--- config.mk ---
export PLATFORM = sky130hd
export DESIGN_NAME = dotmatrix_serial_if
export DESIGN_NICKNAME = d
export VERILOG_FILES = /design/src/rtl/dotmatrix_serial_if.sv
export SDC_FILE = /design/constraint.sdc
export NUM_CORES = 1
export LEC_CHECK = 0
export ABC_AREA = 1
export BUFFER_PORTS_ARGS = -buffer_cell sky130_fd_sc_hd__buf_2
export CORE_ASPECT_RATIO = 2
export CORE_MARGIN = 5
export CORE_UTILIZATION = 35
export DETAILED_ROUTE_END_ITERATION = 10
export PLACE_DENSITY = 0.6
export SETUP_SLACK_MARGIN = 0.1
export SYNTH_ARGS = -nofsm -noshare
export SYNTH_HDL_FRONTEND = slang
export SYNTH_SLANG_ARGS = --single-unit
export TNS_END_PERCENT = 20
--- constraint.sdc ---
create_clock -name clk -period 16.24 [get_ports clk]
set_clock_uncertainty 0.2 [all_clocks]
set_input_delay 1.624 -clock clk [delete_from_list [all_inputs] [get_ports clk]]
set_output_delay 1.624 -clock clk [all_outputs]
set_load 0.01 [all_outputs]
--- src/rtl/dotmatrix_serial_if.sv ---
module dotmatrix_serial_if #(
  parameter int N_DOTS = 160,
  parameter int CW_W   = 7
) (
  input  logic              clk,
  input  logic              rst_n,
  input  logic              sclk,
  input  logic              ce_n,
  input  logic              reg_sel,
  input  logic              sdi,
  output logic              sdo,
  output logic [N_DOTS-1:0] led,
  output logic [CW_W-1:0]   ctrl_word0,
  output logic [CW_W-1:0]   ctrl_word1
);
  localparam int CSR_W     = CW_W + 1;
  localparam int SLEEP_BIT = CW_W - 1;
  localparam int MODE_BIT  = 0;

  logic              sclk_q, ce_q, sel_ctrl;
  logic [N_DOTS-1:0] dot_sr, dot_lat;
  logic [CSR_W-1:0]  csr;

  wire sclk_rise = sclk && !sclk_q;
  wire shift_en  = !ce_n && sclk_rise;
  wire xfer_en   = ce_n && !sclk;
  wire simul     = ctrl_word1[MODE_BIT];

  always_ff @(posedge clk or negedge rst_n) begin
    if (!rst_n) begin
      sclk_q     <= 1'b1;
      ce_q       <= 1'b1;
      sel_ctrl   <= 1'b0;
      csr        <= '0;
      ctrl_word0 <= '0;
      ctrl_word1 <= '0;
    end else begin
      sclk_q <= sclk;
      ce_q   <= ce_n;
      if (ce_q && !ce_n) sel_ctrl <= reg_sel;
      if (shift_en && sel_ctrl) csr <= {csr[CSR_W-2:0], sdi};
      if (xfer_en && sel_ctrl) begin
        if (csr[CSR_W-1]) ctrl_word1 <= csr[CW_W-1:0];
        else              ctrl_word0 <= csr[CW_W-1:0];
      end
    end
  end

  always_ff @(posedge clk) begin
    if (shift_en && !sel_ctrl) dot_sr <= {dot_sr[N_DOTS-2:0], sdi};
    if (xfer_en && !sel_ctrl)  dot_lat <= dot_sr;
  end

  assign led = dot_lat & {N_DOTS{ctrl_word0[SLEEP_BIT]}};
  assign sdo = sel_ctrl ? (simul ? sdi : csr[CSR_W-1]) : dot_sr[N_DOTS-1];

  a_r1_reset_clear: assert property (@(posedge clk) disable iff (!rst_n)
    $rose(rst_n) |-> (ctrl_word0 == '0 && ctrl_word1 == '0));

  a_r2_sel_hold: assert property (@(posedge clk) disable iff (!rst_n)
    !ce_q |=> $stable(sel_ctrl));

  a_r4_latch_hold: assert property (@(posedge clk) disable iff (!rst_n)
    (!ce_n || sclk) |=> $stable(dot_lat));

  a_r5_word0_kept: assert property (@(posedge clk) disable iff (!rst_n)
    (xfer_en && sel_ctrl && csr[CSR_W-1]) |=> $stable(ctrl_word0));

  a_r5_word1_kept: assert property (@(posedge clk) disable iff (!rst_n)
    (xfer_en && sel_ctrl && !csr[CSR_W-1]) |=> $stable(ctrl_word1));

  a_r10_no_shift_ce_high: assert property (@(posedge clk) disable iff (!rst_n)
    ce_n |=> ($stable(dot_sr) && $stable(csr)));

  always_comb begin
    if (!ctrl_word0[SLEEP_BIT]) a_r9_sleep_blank: assert (led == '0);
    if (sel_ctrl && simul) a_r8_passthru: assert (sdo == sdi);
  end
endmodule

Word level (Yosys, flattened, before mapping)
Index checks and enable logic that the tools add are counted.
Storage, ports and cells
  output and inout bits: 175
  word-level logic and storage cells: 26
  flip-flop bits (word level): 345
  input port bits: 6
Operators by class
  bitwise gates (word level): 2
  reduce and logical (&&, ||, !) cells: 14
  multiplexer cells: 2
Operator list (count)
  $and A160 B160 Y160: 1
  $logic_and A1 B1 Y1: 8
  $logic_not A1 Y1: 4
  $reduce_and A2 Y1: 2
  $mux W1: 2
  $not A1 Y1: 1

Longest topological paths before layout
Gate-level depths: netlist of run 1.
  word-level depth: 4
  mapped depth: 5
  depth with buffers taken out: 4

Worst setup path after synthesis of run 1
Ideal clock, no wire load.
  path kind: input to register
  from: input sclk
  to: register dot_lat[0] (enable)
  data arrival time: 12.582 ns
  library setup time: 0.877 ns
  stages on the path: 2
  buffers on the path: 1
  required time: 15.163 ns
  setup slack: 2.582 ns
  cell sequence: buf_2 nor3_1
Between the ends
  word-level cells in the longest chain between the ends: 3
RTL lines
  from (decl): line 7  | input logic sclk,
  $logic_not A1 Y1: line 26  | wire xfer_en = ce_n && !sclk;
  $logic_and A1 B1 Y1: line 26
  $logic_and A1 B1 Y1: line 51  | if (xfer_en && !sel_ctrl) dot_lat <= dot_sr;
  to (signal assigned): line 51
  to (decl): line 21  | logic [N_DOTS-1:0] dot_sr, dot_lat;
Every way passes these cells.
A chain may end at the register's enable or synchronous reset.

Final worst setup path of run 1
  from: register ctrl_word0[6]
  to: output led[68]
Between the ends
  word-level cells in the longest chain between the ends: 1
RTL lines
  from (decl): line 13  | output logic [CW_W-1:0] ctrl_word0,
  from (signal assigned): line 44  | else ctrl_word0 <= csr[CW_W-1:0];
  $and A160 B160 Y160: line 54  | assign led = dot_lat & {N_DOTS{ctrl_word0[SLEEP_BIT]}};
  to (decl): line 12  | output logic [N_DOTS-1:0] led,
Every way passes these cells.

==> results of run 1 <==
==> logic make-up (layout without fill, tap and decap cells) <==
group | count (synthesis) | after routing | share of synthesized area (%)
AO/OA/AOI/OAI | 1 | 1 | 0.0522
buffers and inverters | 188 | 400 | 6.36
flip-flops | 345 | 345 | 85.3
AND/OR/NAND/NOR | 241 | 241 | 8.26
==> metal layers <==
layer,track usage [%],share of wire (%),up-vias
met5,0,0,-
met4,4.19,2.7,0
met3,1.69,4.5,36
met2,20.6,56,129
met1,12.0,37,2957
li1,-,-,2930
==> synthesized netlist by cell type <==
library cell	number
nand3_1	1
nor2_4	1
nand4_1	24
nand2_1	210
a31oi_1	1
inv_1	164
dfstp_2	2
nor2_1	2
dfrtp_1	23
nor3_1	1
buf_4	11
nand3_4	1
nor2_2	1
buf_2	13
edfxtp_1	320
==> how the worst max path moves through the flow <==
stage | from | endpoint | slack (ns) | cells past startpoint
after floorplan | sclk | dot_lat[0] | 2.58 | 2
final | ctrl_word0[6] | led[68] | 11.70 | 4
after global placement | ce_n | dot_sr[70] | 12.16 | 5
after detailed placement | ce_n | dot_sr[73] | 12.10 | 5
after CTS | ctrl_word0[6] | led[68] | 11.56 | 4
after global routing | ctrl_word0[6] | led[105] | 11.42 | 4
==> registers in the layout, summed over array words and instances (netlist names) <==
signal,flops
csr,8
ce_q,1
dot_sr,160
dot_lat,160
ctrl_word1,7
sel_ctrl,1
sclk_q,1
ctrl_word0,7
==> layout make-up <==
cell class / count / share of cell area (%)
Clock buffer: 31 / 5.14
Clock inverter: 19 / 1.22
Inverter: 164 / 4.31
Multi-Input combinational cell: 242 / 7.08
Sequential cell: 345 / 71.8
Tap cell: 441 / 3.87
Timing Repair Buffer: 186 / 6.63
==> stage by stage <==
step,cells,hold WS (ns)
finish,1428,0.245
global route,1428,0.250
CTS,1428,0.245
detailed placement,1378,0.231
global placement,1378,0.226
floorplan,775,0.221
==> power by group <==
part	leakage (nW)	switching, mW	internal, mW
sequential	3.27	0.0181	1.00
clock	0.444	0.293	0.373
combinational	2.95	0.0267	0.00740
total	6.66	0.338	1.38
==> worst max-delay path, stage by stage (launching register included) <==
cell and delay (ns):
dfrtp_4 0.84, buf_4 0.80, nand2_1 0.18, inv_1 0.10, buf_2 0.13
==> results.yml, run 1 <==
min_path:
  min_path_cells: 0
  hp-start: "dot_sr[114]"
  worst_hold_path_type: "flop to flop"
  holdPathEnd: "dot_sr[115]"
route:
  wl_per_cell_um: 14.9
  ant_nets: 0
  drt_iter0_drc: 362
  post_drt_via_cell_ratio: 4.24
  vias: 6052
  remaining_drc_errors: 0
  routed_wl_um: 21200
  drt-pass1-iter-count: 4
worst_setup_path:
  critPathKind: "flop to output pin"
  r2r_cells: 3
  timing.rr.start: "sel_ctrl"
  worstReg2RegEnd: "dot_lat[55]"
  end_kind: "output pin"
  r2r_setup_slack_ns: 13.37
  crit_fanout: 100
  start_kind: "flop"
  critical_path_arrival_ns: 2.72
  critPathRequiredTime_ns: 14.42
final_layout:
  regArea_um2: 10200
  num_antenna_cells: 0
  final_util_pct: 41.8
  layout.nets: 973
  area_growth_syn_to_layout_pct: 18.9
  drive_gt1_share_pct: 23.7
  fillCellCount: 3153
  final_area_um2: 14300
  final_common_cell: "edfxtp_1"
  multi_input_area_um2: 1010
  final_cell_mix: "edfxtp_1 (320), nand2_1 (210), buf_2 (180)"
timing:
  min_period_over_period_pct: 28.0
  max_freq_mhz: 220
  finalWorstSetupSlack_ns: 11.70
  slew_violations: 0
  setup_tns_ns: 0
  min_period_ns: 4.54
  max-slew-margin-rel_pct: 32.1
  setup_viol: 0
  worst_slew_pin_slew_ns: 1.02
  rsz0062_at_grt: "false"
  finalHoldViolCount: 0
synthesis:
  ys_seq_area_share_pct: 85.3
  ys_types: 15
  synth.top_cell.area_share_pct: 80.1
  synthesis.area_um2: 12000
  ys_ff_latch: 345
  synthTopCellsByArea: "edfxtp_1 (80%), nand2_1 (6.6%), inv_1 (5.1%), dfrtp_1 (4.8%), nand4_1 (1.3%)"
  synth_warnings: 0
  yosysTopAreaCell: "edfxtp_1"
  syn_area_per_cell_um2: 15.5
  syn_nets: 781
  synth_cells: 775
place:
  place_ws_ns: 12.10
  placed_area_um2: 13400
  hpwl_um: 13700
  gp_congestion: 0.778
  port_buffers: 180
clock_tree:
  clock-root-buffer: "clkbuf_16"
  holdBufCountCts: 0
  postCtsSetupRepairBufs: 0
  clkLatencyLatePin_ns: 0.53
  cts_max_level: 1
  ctsResizeCount: 0
  clkTransAtPathRegs_ns: 0.07
  cts_buffer_depth: 3
  cts_made_buffers: 28
  cts_tree: "done"
  cts_sinks: 345
die:
  core_area_um2: 34100
  ios: 181
  die_h_um: 272
  rows: 96
  die_w_um: 141
  die-area_um2: 38300
  initial_utilization_pct: 35.2
global_routing:
  antenna_found_initial: 0
  grt_max_degree: 101
  overflow: 0
  grt_pass1_wl_um: 33300
  grt_pass1_vias: 6128
  grt_use_total_pct: 10.9
power:
  ir_worst_vdd_v: 0.0000747
  power.density_nw_per_um2: 121
  total_power_mw: 1.72
  power_leakage_nw: 6.66
flow_run:
  maxCapViolCount: 0
run_status:
  status: "completed"
Note: power is estimated with default switching activity, not from simulation.
==> run 2, diff against run 1 <==
ABC_AREA = 0   (was 1)
PLACE_DENSITY = 0.63   (was 0.6)
clock period = 3.64 ns   (was 16.24 ns; I/O delays follow)
==> run 2 against run 1 <==
  * Register-to-register slack worse by 12 ns
  * Clock-buffer cell count is 2 higher
  * Combinational power grew to 8.2 times the previous value
  * Largest power group unchanged
==> results.yml, run 2 <==
run_status:
  status: "completed"
synthesis:
  ys.flop_type: "edfxtp_1"
  async_flop_share_pct: 7.25
  ys_types: 17
  synth_compound_gate_area_share_pct: 0.0426
  syn_nets: 564
  yosysTopAreaCell: "edfxtp_1"
  synthTopCellsByArea: "edfxtp_1 (82%), and2_1 (8.5%), dfrtp_1 (4.9%), mux2_4 (1.9%), mux2_2 (0.77%)"
  syn_area_per_cell_um2: 21.0
  muxShareOfSynthArea_pct: 2.77
  synth_commonest_cells: "edfxtp_1 (320), and2_1 (160), dfrtp_1 (23)"
  synthAdderAreaFrac_pct: 0
  synth-xor-area-share_pct: 0
  synth.top_cell.area_share_pct: 81.9
  synthesis.area_um2: 11700
  ys_seq_area_share_pct: 87.2
  synth_cells: 558
  synthMostInstantiatedCell: "edfxtp_1"
  ys_ff_latch: 345
  synth-simple-area-share_pct: 9.09
  synth_edf_count: 320
  synth_top_family_by_area: "simple AND/OR/NAND/NOR gates"
  synth_warnings: 0
clock_tree:
  ctsResizeCount: 0
  clock-root-buffer: "clkbuf_16"
  holdBufCountCts: 5
  cts_made_buffers: 29
  cts_sinks: 345
  cts_buffer_depth: 3
  cts_max_level: 1
  clkTransAtPathRegs_ns: 0.07
  cts_tree: "done"
  clkLatencyLatePin_ns: 0.55
  postCtsSetupRepairBufs: 0
global_routing:
  grt_max_degree: 93
  overflow: 0
  antenna_found_initial: 0
  grt_pass1_wl_um: 31400
  grt_pass1_vias: 5539
  grt_use_total_pct: 10.7
timing:
  max_freq_mhz: 368
  slew_violations: 0
  finalWorstSetupSlack_ns: 0.922
  rsz0062_at_grt: "false"
  min_period_over_period_pct: 74.7
  worst_slew_pin_slew_ns: 0.690
  max-slew-margin-rel_pct: 54.0
  min_period_ns: 2.72
  finalHoldViolCount: 0
  setup_viol: 0
min_path:
  worst_hold_path_type: "primary input to asynchronous set/reset pin"
route:
  drt_iter0_drc: 233
  post_drt_via_cell_ratio: 4.31
  routed_wl_um: 20700
  remaining_drc_errors: 0
  vias: 5247
  drt-pass1-iter-count: 4
  ant_nets: 0
  wl_per_cell_um: 17.0
die:
  rows: 95
  ios: 181
  initial_utilization_pct: 35.1
  core_area_um2: 33400
  die_h_um: 269
  die_w_um: 139
  die-area_um2: 37500
worst_setup_path:
  critPathRequiredTime_ns: 3.08
  end_kind: "output pin"
  critPathKind: "flop to output pin"
  r2r_cells: 2
  critical_path_arrival_ns: 2.15
  start_kind: "flop"
  crit_fanout: 83
power:
  power.density_nw_per_um2: 553
  ir_worst_vdd_v: 0.000365
  power_leakage_nw: 5.41
  total_power_mw: 7.83
final_layout:
  reg_top3: "dot_lat x160, dot_sr x160, csr x8"
  drive_gt1_share_pct: 32.7
  num_antenna_cells: 0
  final_common_cell: "edfxtp_1"
  layout.nets: 765
  final_cell_mix: "edfxtp_1 (320), buf_2 (180), and2_1 (160)"
  area_growth_syn_to_layout_pct: 20.6
  fillCellCount: 2944
flow_run:
  maxCapViolCount: 0
place:
  port_buffers: 180
  gp_congestion: 0.736
  hpwl_um: 13300
  place_ws_ns: 1.36
==> run 2: changes by cell type in the layout (fill, tap and decap cells not counted), sizes merged, moves of 2 or more <==
cell	delta
and4bb	+2
clkinvlp	+3
inv	-164
mux2	+23
dlygate4sd3	+5
nor2	-3
nand2	-210
nand4	-24
nand3	-2
clkbuf	+2
and2	+160
==> run 2: area by class of cell <==
class,instances,area [µm²],share of cell area (%)
clock buffers,33,741,5.23
clock inverters,20,163,1.15
multi-input cells,192,1420,10.1
flip-flops and latches,345,10200,72.3
well taps,436,546,3.85
repair buffers,191,1050,7.39
==> run 2: worst max-delay path: stages (launching register included) <==
cell	delay (ns)
dfrtp_4	0.81
buf_4	0.44
and2_1	0.20
buf_2	0.13
==> run 2: cells by family (layout without fill, tap and decap cells) <==
logic type / after synthesis / after routing
flip-flops: 345 / 345
AND/OR/NAND/NOR: 167 / 167
multiplexers: 24 / 24
buffers and inverters: 21 / 244
AO/OA/AOI/OAI: 1 / 1
==> run 2: where the power goes <==
| part | total [mW] | leakage [nW] | internal, mW | switching, mW |
|---|---|---|---|---|
| clock network | 2.97 | 0.428 | 1.61 | 1.36 |
| registers | 4.58 | 3.25 | 4.49 | 0.0896 |
| logic | 0.280 | 1.73 | 0.126 | 0.154 |
==> run 2: per-layer routing <==
| metal | up-vias | track usage, % | routed length [µm] |
|---|---|---|---|
| li1 | 2441 | - | - |
| met1 | 2632 | 11.4 | 7460 |
| met2 | 130 | 19.8 | 11300 |
| met3 | 44 | 1.93 | 993 |
| met4 | 0 | 6.01 | 956 |
| met5 | - | 0 | 0 |
==> run 2: through the flow <==
step	TNS, ns	util (%)	instances	cell area (µm²)	hold WS (ns)
floorplan	-657.14	-	558	11800	-0.132
global placement	0	39.5	1159	13200	0.181
detailed placement	0	39.5	1159	13200	0.194
CTS	0	42.4	1217	14200	0.130
global route	0	42.4	1217	14200	0.181
finish	0	42.4	1217	14200	0.155
==> run 2: final timing paths <==
kind                                      end     startpoint  slack [ns]
worst max register to register    dot_lat[13]       sel_ctrl        1.42
max in group asynchronous       ctrl_word0[6]          rst_n        2.64
worst min register to register      dot_sr[1]      dot_sr[0]        0.24
min in group clk                    dot_sr[1]      dot_sr[0]        0.24
worst min-delay path            ctrl_word0[0]          rst_n        0.15
worst max-delay path                  led[32]  ctrl_word0[6]        0.92
==> run 3, diff against run 2 <==
ABC_AREA = 1   (was 0)
PLACE_DENSITY = 0.62   (was 0.63)
clock period = 2.3 ns   (was 3.64 ns; I/O delays follow)
==> run 3 against run 2 <==
  * Critical path depth up 2
  * Non-clock buffer count up 17
  * Clock-buffer cell count up 1
  * Sequential power up 57%
  * Cell count up 19%
  * Via count up 17%
  * Critical path type unchanged
  * Critical endpoint is now led[8]
==> results.yml, run 3 (same netlist as run 1, synthesis figures left out) <==
run_status:
  status: "completed"
power:
  intPower_mw: 9.74
  seqPwrFrac_pct: 58.6
  power_leakage_nw: 6.81
  power_frac_clock_pct: 38.9
  ir_worst_vdd_v: 0.000552
  switching_power_mw: 2.52
  switching_share_pct: 20.6
  power_frac_comb_pct: 2.5
  power.density_nw_per_um2: 839
  total_power_mw: 12.3
clock_tree:
  cts_tree: "done"
  cts_sinks: 345
  cts_made_buffers: 29
  clock-root-buffer: "clkbuf_16"
  clkLatencyLatePin_ns: 0.54
  cts_max_level: 1
  clkTransAtPathRegs_ns: 0.07
  cts_buffer_depth: 3
place:
  gp_congestion: 0.793
  port_buffers: 180
  hpwl_um: 14700
  placed_area_um2: 13600
route:
  drt-pass1-iter-count: 6
  wl_per_cell_um: 15.8
  post_drt_via_cell_ratio: 4.24
  routed_wl_um: 22900
  remaining_drc_errors: 0
  drt_iter0_drc: 314
  ant_nets: 0
  vias: 6162
global_routing:
  grtUsageMet3_pct: 1.70
  grt_use_total_pct: 11.4
  grt-busiest-layer: "met2"
  met2_usage_pct: 21.3
  grt_max_degree: 62
  overflow: 0
  antenna_found_initial: 0
  grt_pass1_vias: 6139
  grt_pass1_wl_um: 34600
  grt_use_met1_pct: 13.0
final_layout:
  multi_input_area_um2: 1020
  area_growth_syn_to_layout_pct: 21.9
  final_area_um2: 14600
  drive_gt1_share_pct: 25.2
  layout.nets: 996
  num_antenna_cells: 0
  regArea_um2: 10200
  final_common_cell: "edfxtp_1"
  final_cell_mix: "edfxtp_1 (320), nand2_1 (210), buf_2 (180)"
  fillCellCount: 3093
  reg_top3: "dot_lat x160, dot_sr x160, csr x8"
timing:
  max_freq_mhz: 473
  min_period_ns: 2.11
  min_period_over_period_pct: 91.9
  setup_viol: 0
  max-slew-margin-rel_pct: 27.3
  worst_slew_pin_slew_ns: 1.09
  slew_violations: 0
  rsz0062_at_grt: "false"
  finalHoldViolCount: 0
worst_setup_path:
  crit_fanout: 31
  end_kind: "output pin"
  critPathRequiredTime_ns: 1.87
  critPathKind: "flop to output pin"
  start_kind: "flop"
  critical_path_arrival_ns: 1.68
die:
  core_area_um2: 34100
  initial_utilization_pct: 35.2
  die_w_um: 141
  die_h_um: 272
  rows: 96
  ios: 181
  die-area_um2: 38300
flow_run:
  maxCapViolCount: 0
min_path:
  worst_hold_path_type: "primary input to flop"
==> run 3: cell types whose count changed in the layout (fill, tap and decap cells not counted), moves of 5 or more <==
| cell | before | now |
|---|---|---|
| and2_1 | 160 | 0 |
| buf_12 | 4 | 9 |
| buf_4 | 2 | 9 |
| clkinv_1 | 9 | 2 |
| clkinv_2 | 2 | 7 |
| inv_1 | 0 | 164 |
| mux2_2 | 8 | 0 |
| mux2_4 | 15 | 0 |
| nand2_1 | 0 | 210 |
| nand4_1 | 0 | 24 |
==> run 3: routing by layer <==
layer | wire length (µm) | vias up
li1 | - | 2978
met1 | 8530 | 2994
met2 | 12700 | 150
met3 | 1040 | 40
met4 | 625 | 0
met5 | 0 | -
==> run 3: final cells by class <==
| type | count | area share [%] |
|---|---|---|
| Clock buffer | 34 | 5.09 |
| Clock inverter | 19 | 1.19 |
| Inverter | 164 | 4.21 |
| Multi-Input combinational cell | 242 | 6.95 |
| Sequential cell | 345 | 70.0 |
| Tap cell | 441 | 3.77 |
| Timing Repair Buffer | 208 | 8.77 |
==> run 3: worst paths after layout <==
kind | from | end | slack [ns] | cells after the start
worst max-delay path | ctrl_word0[6] | led[8] | 0.19 | 5
worst min-delay path | ce_n | ce_q | 0.20 | 2
worst max register to register | sel_ctrl | dot_lat[69] | 0.53 | 2
worst min register to register | dot_sr[37] | dot_sr[38] | 0.24 | 0
max in group asynchronous | rst_n | ctrl_word0[6] | 0.32 | 3
min in group asynchronous | rst_n | ce_q | 0.62 | 3
==> run 3: what timing repair did <==
action,CTS,global route
buffers inserted,2,2
setup endpoints to repair,134,22
cloned,0,1
endpoints found under the hold margin,37,0
hold buffers,7,0
gates resized for setup,1,1
==> run 3: worst max-delay path: stages, from the launching register on <==
cell     delay [ns]
dfrtp_4        0.49
buf_12         0.16
buf_16         0.16
nand2_1        0.12
inv_1          0.05
buf_2          0.13
==> run 3: power groups by stage <==
stage	Clock, mW	Sequential, mW	Combinational (mW)
2_1_floorplan	0	7.31	0.173
3_3_place_gp	0	7.33	0.289
3_5_place_dp	0	7.33	0.300
4_1_cts	4.95	7.19	0.309
5_1_grt	5.20	7.21	0.340
6_report	4.77	7.19	0.304
==> run 3: through the flow <==
stage	setup slack (ns)	std cells	hold slack, ns	TNS [ns]	utilization, %
floorplan	-2.82	775	-0.266	-688.03	-
global placement	0.406	1388	0.0481	0	39.7
detailed placement	0.343	1388	0.0527	0	39.7
CTS	0.0834	1450	0.147	0	42.7
global route	0.0954	1453	0.186	0	42.9
finish	0.186	1453	0.204	0	42.9
